### src/rtl/csr_pkg.sv
package csr_pkg;
  typedef enum logic [1:0] {
    ACC_RO = 2'd0,
    ACC_WO = 2'd1,
    ACC_RW = 2'd2
  } acc_e;
endpackage

### src/rtl/csr_field.sv
module csr_field #(
  parameter int DW = 8,
  parameter int AW = 4,
  parameter int W = 8,
  parameter int BASE = 0,
  parameter int OFS = 0,
  parameter bit ATOMIC = 1'b0,
  parameter csr_pkg::acc_e BUS = csr_pkg::ACC_RW,
  parameter csr_pkg::acc_e DEV = csr_pkg::ACC_RO,
  parameter logic [W-1:0] RST = '0
) (
  input  logic          clk_i,
  input  logic          rst_ni,
  input  logic [AW-1:0] addr_i,
  input  logic          we_i,
  input  logic [DW-1:0] wdata_i,
  input  logic          dev_we_i,
  input  logic [W-1:0]  dev_d_i,
  output logic [W-1:0]  dev_q_o,
  output logic [DW-1:0] rd_o
);
  localparam int NCH = (W + DW - 1) / DW;
  localparam int PW = NCH * DW;
  localparam int HW = (NCH > 1) ? (NCH - 1) * DW : DW;
  localparam bit NOSTORE = (BUS == csr_pkg::ACC_RO) && (DEV == csr_pkg::ACC_WO);
  localparam bit BUS_WR = (BUS != csr_pkg::ACC_RO);
  localparam bit BUS_RD = (BUS != csr_pkg::ACC_WO);
  localparam bit DEV_WR = (DEV != csr_pkg::ACC_RO);
  localparam bit DEV_RD = (DEV != csr_pkg::ACC_WO);
  localparam logic [AW-1:0] LAST = AW'(NCH - 1);

  logic          hit;
  logic [AW-1:0] idx;
  logic          bus_wr;
  logic [W-1:0]  src;
  logic [PW-1:0] rd_pad;

  assign hit    = ({1'b0, addr_i} >= (AW+1)'(BASE)) && ({1'b0, addr_i} < (AW+1)'(BASE + NCH));
  assign idx    = addr_i - AW'(BASE);
  assign bus_wr = BUS_WR && we_i && hit;

  generate
    if (NOSTORE) begin : g_nostore
      logic unused_in;
      assign unused_in = ^{clk_i, rst_ni, wdata_i, dev_we_i, bus_wr};
      assign src     = dev_d_i;
      assign dev_q_o = '0;
    end else begin : g_store
      logic [W-1:0] q, nxt;
      logic         upd;
      logic         unused_in;
      assign unused_in = ^{wdata_i, dev_d_i, dev_we_i};

      if (NCH == 1) begin : g_single
        always_comb begin
          nxt = wdata_i[OFS +: W];
          upd = bus_wr;
        end
      end else if (!ATOMIC) begin : g_plain
        always_comb begin
          logic [PW-1:0] p;
          p = PW'(q);
          for (int k = 0; k < NCH; k++)
            if (idx == AW'(k)) p[(NCH-1-k)*DW +: DW] = wdata_i;
          nxt = p[W-1:0];
          upd = bus_wr;
        end
      end else begin : g_atomic
        logic [HW-1:0] hold;
        logic [PW-1:0] cat;
        always_ff @(posedge clk_i or negedge rst_ni) begin
          if (!rst_ni) hold <= '0;
          else if (bus_wr && idx != LAST) begin
            for (int k = 0; k < NCH - 1; k++)
              if (idx == AW'(k)) hold[(NCH-2-k)*DW +: DW] <= wdata_i;
          end
        end
        assign cat = {hold, wdata_i};
        assign nxt = cat[W-1:0];
        assign upd = bus_wr && (idx == LAST);

        AST_HOLD_ONLY: assert property (@(posedge clk_i) disable iff (!rst_ni)
          (bus_wr && idx != LAST && !(DEV_WR && dev_we_i)) |=> $stable(q));
        AST_COMMIT_LOW: assert property (@(posedge clk_i) disable iff (!rst_ni)
          (bus_wr && idx == LAST && !(DEV_WR && dev_we_i)) |=> q[DW-1:0] == $past(wdata_i));
      end

      // device load outranks any coincident bus write
      always_ff @(posedge clk_i or negedge rst_ni) begin
        if (!rst_ni)                 q <= RST;
        else if (DEV_WR && dev_we_i) q <= dev_d_i;
        else if (upd)                q <= nxt;
      end

      if (DEV_WR) begin : g_dev_chk
        AST_DEV_WINS: assert property (@(posedge clk_i) disable iff (!rst_ni)
          dev_we_i |=> q == $past(dev_d_i));
      end

      assign src     = q;
      assign dev_q_o = DEV_RD ? q : '0;
    end
  endgenerate

  assign rd_pad = PW'(src);

  always_comb begin
    rd_o = '0;
    if (hit && BUS_RD)
      for (int k = 0; k < NCH; k++)
        if (idx == AW'(k)) rd_o = rd_pad[(NCH-1-k)*DW +: DW] << OFS;
  end
endmodule

### src/rtl/csr_raw.sv
module csr_raw #(
  parameter int DW = 8,
  parameter int AW = 4,
  parameter int RAW_W = 8,
  parameter int ADDR = 7
) (
  input  logic [AW-1:0]    addr_i,
  input  logic             rd_i,
  input  logic             we_i,
  input  logic [DW-1:0]    wdata_i,
  input  logic [RAW_W-1:0] raw_rdata_i,
  output logic             raw_rd_o,
  output logic             raw_wr_o,
  output logic [RAW_W-1:0] raw_wdata_o,
  output logic [DW-1:0]    rd_o
);
  logic hit;
  assign hit         = (addr_i == AW'(ADDR));
  assign raw_rd_o    = rd_i && hit;
  assign raw_wr_o    = we_i && hit;
  assign raw_wdata_o = wdata_i[RAW_W-1:0];
  assign rd_o        = hit ? DW'(raw_rdata_i) : '0;
endmodule

### src/rtl/csr_bank.sv
module csr_bank #(
  parameter int DW = 8,
  parameter int AW = 4,
  parameter int CTRL_W = 5,
  parameter int STAT_W = 3,
  parameter int CNT_W = 12,
  parameter int ATM_W = 20,
  parameter logic [CTRL_W-1:0] CTRL_RST = 5'h15,
  parameter logic [ATM_W-1:0] ATM_RST = 20'h5A3C1
) (
  input  logic              clk_i,
  input  logic              rst_ni,
  input  logic              rd_i,
  input  logic              we_i,
  input  logic [AW-1:0]     addr_i,
  input  logic [DW-1:0]     wdata_i,
  output logic [DW-1:0]     rdata_o,
  output logic [CTRL_W-1:0] ctrl_o,
  input  logic [STAT_W-1:0] stat_i,
  output logic [CNT_W-1:0]  cnt_o,
  input  logic              cnt_we_i,
  input  logic [CNT_W-1:0]  cnt_i,
  output logic [ATM_W-1:0]  atm_o,
  output logic [DW-1:0]     key_o,
  output logic              raw_rd_o,
  output logic              raw_wr_o,
  output logic [DW-1:0]     raw_wdata_o,
  input  logic [DW-1:0]     raw_rdata_i
);
  import csr_pkg::*;

  localparam int CNT_BASE = 1;
  localparam int CNT_NCH  = (CNT_W + DW - 1) / DW;
  localparam int ATM_BASE = CNT_BASE + CNT_NCH;
  localparam int ATM_NCH  = (ATM_W + DW - 1) / DW;
  localparam int KEY_ADDR = ATM_BASE + ATM_NCH;
  localparam int RAW_ADDR = KEY_ADDR + 1;

  logic [DW-1:0]     rd_ctrl, rd_stat, rd_cnt, rd_atm, rd_key, rd_raw;
  logic [STAT_W-1:0] stat_q_unused;
  logic [DW-1:0]     rdata_q;

  csr_field #(.DW(DW), .AW(AW), .W(CTRL_W), .BASE(0), .OFS(0), .ATOMIC(1'b0),
              .BUS(ACC_RW), .DEV(ACC_RO), .RST(CTRL_RST)) u_ctrl (
    .clk_i, .rst_ni, .addr_i, .we_i, .wdata_i,
    .dev_we_i(1'b0), .dev_d_i('0), .dev_q_o(ctrl_o), .rd_o(rd_ctrl));

  csr_field #(.DW(DW), .AW(AW), .W(STAT_W), .BASE(0), .OFS(CTRL_W), .ATOMIC(1'b0),
              .BUS(ACC_RO), .DEV(ACC_WO), .RST('0)) u_stat (
    .clk_i, .rst_ni, .addr_i, .we_i, .wdata_i,
    .dev_we_i(1'b0), .dev_d_i(stat_i), .dev_q_o(stat_q_unused), .rd_o(rd_stat));

  csr_field #(.DW(DW), .AW(AW), .W(CNT_W), .BASE(CNT_BASE), .OFS(0), .ATOMIC(1'b0),
              .BUS(ACC_RW), .DEV(ACC_RW), .RST('0)) u_cnt (
    .clk_i, .rst_ni, .addr_i, .we_i, .wdata_i,
    .dev_we_i(cnt_we_i), .dev_d_i(cnt_i), .dev_q_o(cnt_o), .rd_o(rd_cnt));

  csr_field #(.DW(DW), .AW(AW), .W(ATM_W), .BASE(ATM_BASE), .OFS(0), .ATOMIC(1'b1),
              .BUS(ACC_RW), .DEV(ACC_RO), .RST(ATM_RST)) u_atm (
    .clk_i, .rst_ni, .addr_i, .we_i, .wdata_i,
    .dev_we_i(1'b0), .dev_d_i('0), .dev_q_o(atm_o), .rd_o(rd_atm));

  csr_field #(.DW(DW), .AW(AW), .W(DW), .BASE(KEY_ADDR), .OFS(0), .ATOMIC(1'b0),
              .BUS(ACC_WO), .DEV(ACC_RO), .RST('0)) u_key (
    .clk_i, .rst_ni, .addr_i, .we_i, .wdata_i,
    .dev_we_i(1'b0), .dev_d_i('0), .dev_q_o(key_o), .rd_o(rd_key));

  csr_raw #(.DW(DW), .AW(AW), .RAW_W(DW), .ADDR(RAW_ADDR)) u_raw (
    .addr_i, .rd_i, .we_i, .wdata_i, .raw_rdata_i,
    .raw_rd_o, .raw_wr_o, .raw_wdata_o, .rd_o(rd_raw));

  always_ff @(posedge clk_i or negedge rst_ni) begin
    if (!rst_ni)   rdata_q <= '0;
    else if (rd_i) rdata_q <= rd_ctrl | rd_stat | rd_cnt | rd_atm | rd_key | rd_raw;
    else           rdata_q <= '0;
  end
  assign rdata_o = rdata_q;

  logic unused_top;
  assign unused_top = ^stat_q_unused;

  AST_IDLE_ZERO: assert property (@(posedge clk_i) disable iff (!rst_ni)
    !rd_i |=> rdata_o == '0);
  AST_KEY_HIDDEN: assert property (@(posedge clk_i) disable iff (!rst_ni)
    (rd_i && addr_i == AW'(KEY_ADDR)) |=> rdata_o == '0);
  AST_STAT_LIVE: assert property (@(posedge clk_i) disable iff (!rst_ni)
    (rd_i && addr_i == '0) |=> rdata_o[DW-1:CTRL_W] == $past(stat_i));
endmodule

### config.mk
export PLATFORM = sky130hd
export DESIGN_NAME = csr_bank
export DESIGN_NICKNAME = d
export VERILOG_FILES = /design/src/rtl/csr_pkg.sv /design/src/rtl/csr_field.sv /design/src/rtl/csr_raw.sv /design/src/rtl/csr_bank.sv
export SDC_FILE = /design/constraint.sdc
export NUM_CORES = 1
export LEC_CHECK = 0
export ABC_AREA = 1
export BUFFER_PORTS_ARGS = -buffer_cell sky130_fd_sc_hd__buf_2
export CAP_MARGIN = 0
export CORE_MARGIN = 1
export CORE_UTILIZATION = 46
export CTS_CLUSTER_DIAMETER = 100
export DETAILED_ROUTE_END_ITERATION = 8
export PLACE_DENSITY = 0.76
export SYNTH_ARGS = -nofsm -noshare
export SYNTH_HDL_FRONTEND = slang
export SYNTH_SLANG_ARGS = --single-unit
### constraint.sdc
create_clock -name clk_i -period 0.9 [get_ports clk_i]
set_input_delay 0.045 -clock clk_i [delete_from_list [all_inputs] [get_ports clk_i]]
set_output_delay 0.045 -clock clk_i [all_outputs]
set_load 0.02 [all_outputs]
==> results.py <==
metrics = {
    "setup_path": {
        "cp-start-kind": "register",
        "critPathRequiredTime_ns": 0.85,
        "worstSetupPathType": "register to output pin",
        "worst_ep_arrival_time_ns": 1.09,
        "critical_path.slowest_cell": "dfstp_2",
        "path_max_fanout": 2,
        "path_cells": "buf_6, buf_6",
        "end_kind": "output pin",
        "slowest_delay_ns": 0.55,
        "r2r_setup_slack_ns": -0.16,
        "crit_top_cell": "buf_6",
    },
    "min_path": {
        "hp-class": "input port to register",
    },
    "finish": {
        "drive_gt1_share_pct": 50.45,
        "layout.cells.non_filler": 634,
        "final_nets": 592,
        "antenna_cells": 0,
        "syn_to_final_growth_pct": 60.38,
    },
    "drt": {
        "post_drt_wl_per_cell_um": 17.63,
        "vias_per_cell": 5.457,
        "drtIter0Drc": 413,
        "dr.pass1.iters": 6,
        "ant_nets": 0,
        "via_count": 3460,
        "drt-total-wl_um": 11180,
        "drcViolationCount": 0,
    },
    "placed_design": {
        "routabilityCongestion": 0.8739,
        "placedCellCount": 567,
        "dp_hpwl_um": 6509,
        "port_buffers": 102,
    },
    "power": {
        "total_leakage_power_nw": 2.645,
        "powerDensity_nw_per_um2": 1999,
        "peakVddDrop_mv": 1.530,
    },
    "yosys": {
        "syn_nets": 411,
        "synth-seq-area-share_pct": 51.57,
        "ys_types": 27,
        "synth_cells": 371,
        "syn_area_per_cell_um2": 8.580,
        "ys_seq_elements": 65,
        "yosysWarningCount": 0,
        "synth_area_um2": 3183,
    },
    "cts": {
        "cts_buffer_depth": 2,
        "cts_max_level": 3,
        "insertion_delay_ns": 0.35,
        "cts_buffers": 9,
        "cts_root_buf": "clkbuf_8",
        "cts.sinks": 65,
        "clk_pin_slew_ns": 0.07,
        "cts_tree": "yes",
    },
    "timing": {
        "fmax_mhz": 877.4,
        "final_max_slew_viol_count": 0,
        "fin_crit_sh_pct": 126.6,
        "fin_ws_ns": -0.2397,
        "whs_ns": 0.02030,
        "worstMarginPinSlew_ns": 0.3815,
        "setup_viol": 64,
        "rsz0062_at_grt": "yes",
        "maxSlewHeadroom_pct": 74.54,
        "fin_crit_ns": 1.140,
        "finalClockSkew_ns": 0.01423,
        "finalHoldViolCount": 0,
        "fin_tns_setup_ns": -5.397,
    },
    "grt": {
        "grt_pass1_wl_um": 15770,
        "grt_pass1_vias": 3190,
        "grt_antenna_before_repair": 0,
        "gr-total-overflow": 0,
        "grt_max_degree": 66,
        "grt_use_total_pct": 29.32,
    },
    "flow_run": {
        "max_cap_violations": 0,
    },
    "floorplan": {
        "die_h_um": 85.19,
        "floorplan.initialDensity_pct": 48.74,
        "die_width_um": 85.19,
        "dieArea_um2": 7256,
        "core-area_um2": 6531,
        "num_rows": 29,
        "io_pins": 103,
    },
    "outcome": {
        "status": "finished, violations left",
        "violations": "setup timing",
    },
}
per-layer routing:
layer	GRT usage [%]	up-vias	routed length, um
met2	50.07	201	5786
met3	6.518	29	894
met4	11.40	0	260
met5	0	-	0
li1	-	1555	-
met1	36.34	1675	4237
critical path, delay by kind of cell, from the launching register on:
kind / cells / cell delay (ns)
flip-flops: 1 / 0.55
buffers and inverters: 2 / 0.20
synth_stat cells (all sizes together):
cell	number	area, um2
nand2	109	441.7
a21oi	20	107.6
clkbuf	4	25.02
o21ai	37	230.2
dfrtp	53	1326
clkinv	3	16.27
buf	17	146.4
nor2	42	214.0
dfstp	12	315.3
inv	22	82.58
nand3	52	277.8
stage by stage:
stage	utilization, %	power, W	area (um2)	setup slack, ns
floorplan	-	0.005159	3218	-0.03935
global placement	60.88	0.006152	3976	-0.1434
detailed placement	60.88	0.006212	3976	-0.2005
CTS	74.06	0.009736	4837	-0.2429
global route	78.16	0.01064	5105	-0.2781
finish	78.16	0.01021	5105	-0.2397
registers in the layout, summed over array words and instances (netlist names):
| name | flops |
|---|---|
| u_key.dev_q_o | 8 |
| u_atm.g_store.g_atomic.hold | 12 |
| u_atm.dev_q_o | 20 |
| u_ctrl.dev_q_o | 5 |
| rdata_o | 8 |
| u_cnt.dev_q_o | 12 |
repair_timing:
item	in CTS	in global routing
pin swaps	4	23
buffers inserted	34	14
endpoints found under the setup margin	56	67
endpoints found under the hold margin	64	0
resized for setup	118	48
hold buffers	4	0
final cells by class:
cell class	instances	area [um2]
multi-input combinational	260	1416
inverter	25	98.84
sequential	65	1642
fill	402	1426
timing repair buffer	191	1663
tap	77	96.34
clock buffer	13	148.9
clock inverter	3	40.04
cell families after synthesis:
| group | share of synthesized area, % |
|---|---|
| flops | 51.57 |
| buf+inv | 8.491 |
| simple gates | 29.32 |
| compound gates | 10.61 |
cell usage in the layout (no fill, tap or decap), types with 4 or more instances in the layout:
cell type	synthesis	routed
a21oi_1	18	16
a21oi_2	2	4
buf_2	2	49
buf_4	11	54
buf_6	3	81
clkbuf_8	1	10
dfrtp_1	53	53
dfstp_2	12	12
dlygate4sd3_1	0	4
inv_1	19	19
nand2_1	102	88
nand2_2	4	16
nand2_4	3	5
nand3_1	50	36
nand3_2	1	15
nor2_1	33	30
nor2_2	4	4
nor2_4	4	7
o21ai_0	17	16
o21ai_1	8	9
o21ai_2	12	12
where the power goes:
part	switching (W)	internal [W]
clock network	0.00113	0.00135
registers	0.000438	0.00351
logic	0.00180	0.00197
total	0.00337	0.00684
path summary, 6_finish.rpt:
| path | start | cells past startpoint | to |
|---|---|---|---|
| max | u_atm.dev_q_o[0]$_DFFE_PN1P_ | 2 | atm_o[0] |
| min | cnt_i[5] | 5 | u_cnt.dev_q_o[5]$_DFFE_PN0P_ |
| max reg2reg | u_atm.dev_q_o[8]$_DFFE_PN1P_ | 5 | rdata_o[0]$_DFF_PN0_ |
| min reg2reg | u_atm.g_store.g_atomic.hold[1]$_DFFE_PN0P_ | 2 | u_atm.g_store.g_atomic.hold[1]$_DFFE_PN0P_ |
| max in group asynchronous | rst_ni | 3 | u_ctrl.dev_q_o[2]$_DFFE_PN1P_ |
| min in group asynchronous | rst_ni | 3 | u_atm.dev_q_o[5]$_DFFE_PN0P_ |
Note: power is estimated with default switching activity, not from simulation.
